==> config.mk <==
export PLATFORM = sky130hd
export DESIGN_NAME = adc_conv_ctrl
export DESIGN_NICKNAME = d
export VERILOG_FILES = /design/src/rtl/adc_conv_pkg.sv /design/src/rtl/adc_conv_seq.sv /design/src/rtl/adc_conv_dp.sv /design/src/rtl/adc_conv_ctrl.sv
export SDC_FILE = /design/constraint.sdc
export NUM_CORES = 1
export LEC_CHECK = 0
export ABC_AREA = 1
export CORE_UTILIZATION = 36
export CTS_BUF_LIST = sky130_fd_sc_hd__clkbuf_16
export DETAILED_ROUTE_END_ITERATION = 10
export GPL_TIMING_DRIVEN = 0
export PLACE_DENSITY = 0.78
export SYNTH_ARGS = -nofsm -noshare
export SYNTH_HDL_FRONTEND = slang
export SYNTH_HIERARCHICAL = 1
export SYNTH_SLANG_ARGS = --single-unit
==> constraint.sdc <==
create_clock -name clk -period 1.7 [get_ports clk]
set_input_delay 0.34 -clock clk [delete_from_list [all_inputs] [get_ports clk]]
set_output_delay 0.34 -clock clk [all_outputs]
set_load 0.02 [all_outputs]
==> src/rtl/adc_conv_pkg.sv <==
package adc_conv_pkg;
  localparam int WORD_W    = 16;
  localparam int CH_CNT    = 10;
  localparam int EXT_CH    = 8;
  localparam int SEL_W     = $clog2(CH_CNT);
  localparam int START_BIT = 0;
  localparam int SEL_LSB   = 1;
  localparam int EN_LSB    = 5;
  localparam int DELAY_BIT = 15;
  localparam int BUSY_BIT  = 0;
  localparam int DONE_BIT  = 2;
  localparam logic [1:0] ADDR_CTRL = 2'd0;
  localparam logic [1:0] ADDR_STAT = 2'd1;
  localparam logic [1:0] ADDR_IEN  = 2'd2;
  localparam logic [1:0] ADDR_DATA = 2'd3;

  typedef struct packed {
    logic             capture;
    logic [SEL_W-1:0] chan;
    logic             finish;
  } convStrobe_t;
endpackage

==> src/rtl/adc_conv_seq.sv <==
module adc_conv_seq
  import adc_conv_pkg::*;
#(
  parameter int LAT = 6,
  parameter int DLY = 10
) (
  input  logic              clk,
  input  logic              rst,
  input  logic              ctrlWr,
  input  logic [WORD_W-1:0] ctrlWord,
  output logic              busy,
  output convStrobe_t       strobe
);
  localparam int MAXCYC = LAT + DLY;
  localparam int CNT_W  = $clog2(MAXCYC + 1);

  logic [CNT_W-1:0]  cnt;
  logic [SEL_W-1:0]  selIdx;
  logic [CH_CNT-1:0] enField;
  logic              chanOk;
  logic              accept;
  logic [CNT_W-1:0]  loadVal;

  assign selIdx  = ctrlWord[SEL_LSB +: SEL_W];
  assign enField = ctrlWord[EN_LSB +: CH_CNT];

  always_comb begin
    chanOk = 1'b0;
    for (int i = 0; i < CH_CNT; i++) begin
      if (selIdx == SEL_W'(i) && enField[i]) chanOk = 1'b1;
    end
  end

  assign accept  = ctrlWr && ctrlWord[START_BIT] && !busy && chanOk;
  assign loadVal = ctrlWord[DELAY_BIT] ? CNT_W'(MAXCYC - 1) : CNT_W'(LAT - 1);

  always_ff @(posedge clk) begin
    if (rst) begin
      busy <= 1'b0;
      cnt  <= '0;
    end else if (accept) begin
      busy <= 1'b1;
      cnt  <= loadVal;
    end else if (busy) begin
      if (cnt == '0) busy <= 1'b0;
      else           cnt  <= cnt - 1'b1;
    end
  end

  assign strobe.capture = accept;
  assign strobe.chan    = selIdx;
  assign strobe.finish  = busy && (cnt == '0);
endmodule

==> src/rtl/adc_conv_dp.sv <==
module adc_conv_dp
  import adc_conv_pkg::*;
(
  input  logic                     clk,
  input  logic                     rst,
  input  convStrobe_t              strobe,
  input  logic [EXT_CH*WORD_W-1:0] sampleIn,
  input  logic                     statWr,
  input  logic                     ienWr,
  input  logic [WORD_W-1:0]        wrData,
  output logic                     doneFlag,
  output logic                     ienBit,
  output logic [WORD_W-1:0]        resultWord
);
  localparam logic [WORD_W-1:0] REF_HI  = {1'b0, {(WORD_W-1){1'b1}}};
  localparam logic [WORD_W-1:0] REF_LO  = '0;
  localparam logic [WORD_W-1:0] MSB_FLIP = {1'b1, {(WORD_W-1){1'b0}}};

  logic [WORD_W-1:0] picked;
  logic [WORD_W-1:0] holdWord;

  always_comb begin
    picked = REF_LO;
    for (int i = 0; i < EXT_CH; i++) begin
      if (strobe.chan == SEL_W'(i)) picked = sampleIn[i*WORD_W +: WORD_W];
    end
    if (strobe.chan == SEL_W'(EXT_CH)) picked = REF_HI;
  end

  always_ff @(posedge clk) begin
    if (rst) begin
      holdWord   <= '0;
      resultWord <= '0;
      doneFlag   <= 1'b0;
      ienBit     <= 1'b0;
    end else begin
      if (strobe.capture) holdWord <= picked ^ MSB_FLIP;
      if (strobe.finish) resultWord <= holdWord;
      if (strobe.finish)                     doneFlag <= 1'b1;
      else if (statWr && wrData[DONE_BIT])   doneFlag <= 1'b0;
      if (ienWr) ienBit <= wrData[DONE_BIT];
    end
  end
endmodule

==> src/rtl/adc_conv_ctrl.sv <==
module adc_conv_ctrl
  import adc_conv_pkg::*;
#(
  parameter int LAT = 6,
  parameter int DLY = 10
) (
  input  logic                     clk,
  input  logic                     rst,
  input  logic                     wrEn,
  input  logic [1:0]               regAddr,
  input  logic [WORD_W-1:0]        wrData,
  output logic [WORD_W-1:0]        rdData,
  input  logic [EXT_CH*WORD_W-1:0] sampleIn,
  output logic                     irq
);
  convStrobe_t       strobeW;
  logic              busyW;
  logic              doneW;
  logic              ienW;
  logic [WORD_W-1:0] resultW;

  adc_conv_seq #(.LAT(LAT), .DLY(DLY)) uSeq (
    .clk(clk), .rst(rst),
    .ctrlWr(wrEn && regAddr == ADDR_CTRL),
    .ctrlWord(wrData),
    .busy(busyW),
    .strobe(strobeW)
  );

  adc_conv_dp uDp (
    .clk(clk), .rst(rst),
    .strobe(strobeW),
    .sampleIn(sampleIn),
    .statWr(wrEn && regAddr == ADDR_STAT),
    .ienWr(wrEn && regAddr == ADDR_IEN),
    .wrData(wrData),
    .doneFlag(doneW),
    .ienBit(ienW),
    .resultWord(resultW)
  );

  always_comb begin
    rdData = '0;
    case (regAddr)
      ADDR_STAT: begin
        rdData[BUSY_BIT] = busyW;
        rdData[DONE_BIT] = doneW;
      end
      ADDR_IEN:  rdData[DONE_BIT] = ienW;
      ADDR_DATA: rdData = resultW;
      default:   rdData = '0;
    endcase
  end

  assign irq = doneW && ienW;
endmodule

==> flow_summary.json <==
{
  "status": "finished, final reports clean",
  "wl_um": 10200,
  "antenna_cells": 0,
  "p_leak_nw": 2.32,
  "grt_antenna_before_repair": 0,
  "async_flop_share": 0,
  "critPathTopFamily": "buffers and inverters",
  "ys_warn_count": 6,
  "synth_area_per_cell_um2": 5.83,
  "globalRouteMet1Util": 0.270,
  "cp-end-kind": "primary output",
  "ys.flop_type": "dfxtp_1",
  "fin_skew_ps": 2.79,
  "clkSinkCount": 40,
  "grt-busiest-layer": "met2",
  "critical_path_class": "in2out",
  "peakVddDrop_v": 0.000357,
  "dpl_cell_area_mm2": 0.00482,
  "grt-ovfl-total": 0,
  "seq_area_um2": 802,
  "vias": 3930,
  "wl_per_cell_um": 12.7,
  "cp.arrival_ps": 1290,
  "fp.dieH_um": 93.7,
  "cts_hold_buf": 0,
  "crit_path_top_delay_cell": "clkdlybuf4s15_1",
  "period_needed_ps": 1630,
  "required_ps": 1360,
  "clkTransAtPathRegs_ps": 50,
  "tritoncts": "done",
  "gr-usage-met3": 0.0380,
  "htree_levels": 2,
  "critPathMaxStageDelay_ps": 300,
  "relSlewSlack": 0.774,
  "root_buffer": "clkbuf_16",
  "first_pass_iters": 4,
  "insertion_delay_ps": 270,
  "cts_buffer_depth": 2,
  "ant_nets": 0,
  "cap_violations": 0,
  "dieWidth_um": 93.7,
  "hold_violations": 0,
  "syn_inst": 519,
  "dpl.hpwl_um": 8300,
  "synth.distinct_cells": 28,
  "start_util": 0.370,
  "p_per_area_mw_per_mm2": 516,
  "syn_nets": 670,
  "finalCoreUtilization": 0.633,
  "drcViolationCount": 0,
  "final_area_mm2": 0.00517,
  "fp.dieArea_mm2": 0.00877,
  "routabilityCongestion": 0.906,
  "grt_max_degree": 13,
  "port_buffers": 164,
  "syn_area_mm2": 0.00302,
  "boundaryPins": 166,
  "grt_pass1_vias": 3720,
  "rsz0062_at_grt": "false",
  "via_per_inst": 4.89,
  "setup_viol": 0,
  "nets": 849,
  "slew_violations": 0,
  "critPathLaunchType": "primary input",
  "cp_cell_sequence": "clkdlybuf4s15_2, nand2_2, buf_6, nor2_2, clkdlybuf4s15_1",
  "ys_ff_latch": 40,
  "multi_input_area_mm2": 0.00196,
  "fillerInstances": 709,
  "worst-path-max-fanout": 10,
  "fmax_mhz": 614,
  "cp_num_buf_inv": 3,
  "areaGrowthSynthToFinish_pct": 71.0,
  "worst_slew_pin_slew_ps": 339,
  "drive_gt1_frac": 0.146,
  "std_cell_rows": 33,
  "core_mm2": 0.00818,
  "ys_seq_area_frac": 0.265,
  "post-route-period-util": 0.958,
  "met2_usage": 0.423,
  "grt_usage": 0.232,
  "synth_edf_count": 0,
  "drt_iter0_drc": 148,
  "hold_class": "in2reg",
  "tns_ps": 0,
  "cts_buffers": 5,
  "grt_pass1_wl_um": 16400
}
## power by group
group | switching [mW] | internal [mW] | leakage (nW) | total (mW)
combinational | 0.277 | 0.409 | 1.91 | 0.686
clock | 0.337 | 0.683 | 0.0850 | 1.02
sequential | 0.00864 | 0.952 | 0.323 | 0.960
total | 0.623 | 2.04 | 2.32 | 2.67
## sequential cells by signal (all words and copies together), names as in the netlist
register        cells
uDp/resultWord     16
uSeq/cnt            5
uDp/ienBit          1
uDp/holdWord       16
uSeq/busy           1
uDp/doneFlag        1
## tightest hold or removal path, stage by stage
cell and delay, ps:
buf_2 170, inv_1 70, a21oi_1 60
## cell families after synthesis
family | share of synthesized area
AOI/OAI and AO/OA | 0.0741
adders and majority gates | 0.00827
and+or+nand+nor | 0.526
DFF | 0.265
buffers and inverters | 0.118
xor gates and xnor gates | 0.00869
## per-stage QoR
step | setup slack, ps | hold WS [ps] | std cells | power (mW)
final | 70.6 | 415 | 804 | 2.67
after global routing | 2.61 | 439 | 804 | 2.78
after CTS | 7.53 | 460 | 804 | 2.66
after detailed placement | -788 | 467 | 788 | 1.62
after global placement | -754 | 460 | 788 | 1.62
after floorplan | 2.72 | 409 | 519 | 1.21
## cells in the mapped netlist, types with 3 or more instances
master	instances	area [um^2]
nor2_1	115	432
nand2_1	105	394
nand3_1	78	390
inv_1	50	188
dfxtp_1	40	801
o21ai_0	34	170
nand4_1	16	100
nor2_2	13	81.3
buf_2	12	60.1
clkbuf_1	10	37.5
a21oi_1	7	35.0
buf_4	5	37.5
inv_2	5	18.8
nor3_1	5	25.0
nand2_2	3	18.8
xor2_1	3	26.3
## timing repair
item,CTS,global route
endpoints found under the setup margin,49,39
resized for setup,60,53
setup buffers,9,2
cloned,1,0
pin swaps,11,17
## worst paths after layout
| path | start | end | slack, ps | cells past startpoint |
|---|---|---|---|---|
| worst max-delay path | regAddr[1] | rdData[7] | 70 | 5 |
| worst min-delay path | wrData[2] | uDp/ienBit | 420 | 3 |
| worst max register to register | uSeq/cnt[0] | uDp/resultWord[11] | 160 | 7 |
| worst min register to register | uDp/holdWord[14] | uDp/resultWord[14] | 490 | 2 |
## layout make-up
cell class	count	share of cell area
multi-input combinational	395	0.379
timing repair buffer	176	0.331
sequential	40	0.155
inverter	56	0.0431
buffer	24	0.0341
tap	105	0.0254
clock buffer	5	0.0242
clock inverter	3	0.00750
## per-layer routing
layer  part of all wire  routed length [um]
met3              0.060                 611
met1               0.41                4200
met2               0.50                5090
met4              0.027                 276
met5                  0                   0
## cell usage in the layout (no fill, tap or decap), types with 8 or more instances in the layout
cell | netlist | layout
buf_4 | 5 | 18
clkbuf_2 | 0 | 11
clkdlybuf4s50_1 | 0 | 139
dfxtp_1 | 40 | 39
inv_1 | 50 | 48
nand2_1 | 105 | 99
nand2_2 | 3 | 8
nand3_1 | 78 | 78
nand4_1 | 16 | 16
nor2_1 | 115 | 106
nor2_2 | 13 | 15
nor2_4 | 2 | 9
o21ai_0 | 34 | 30
Power figures use the tool's default switching activity.
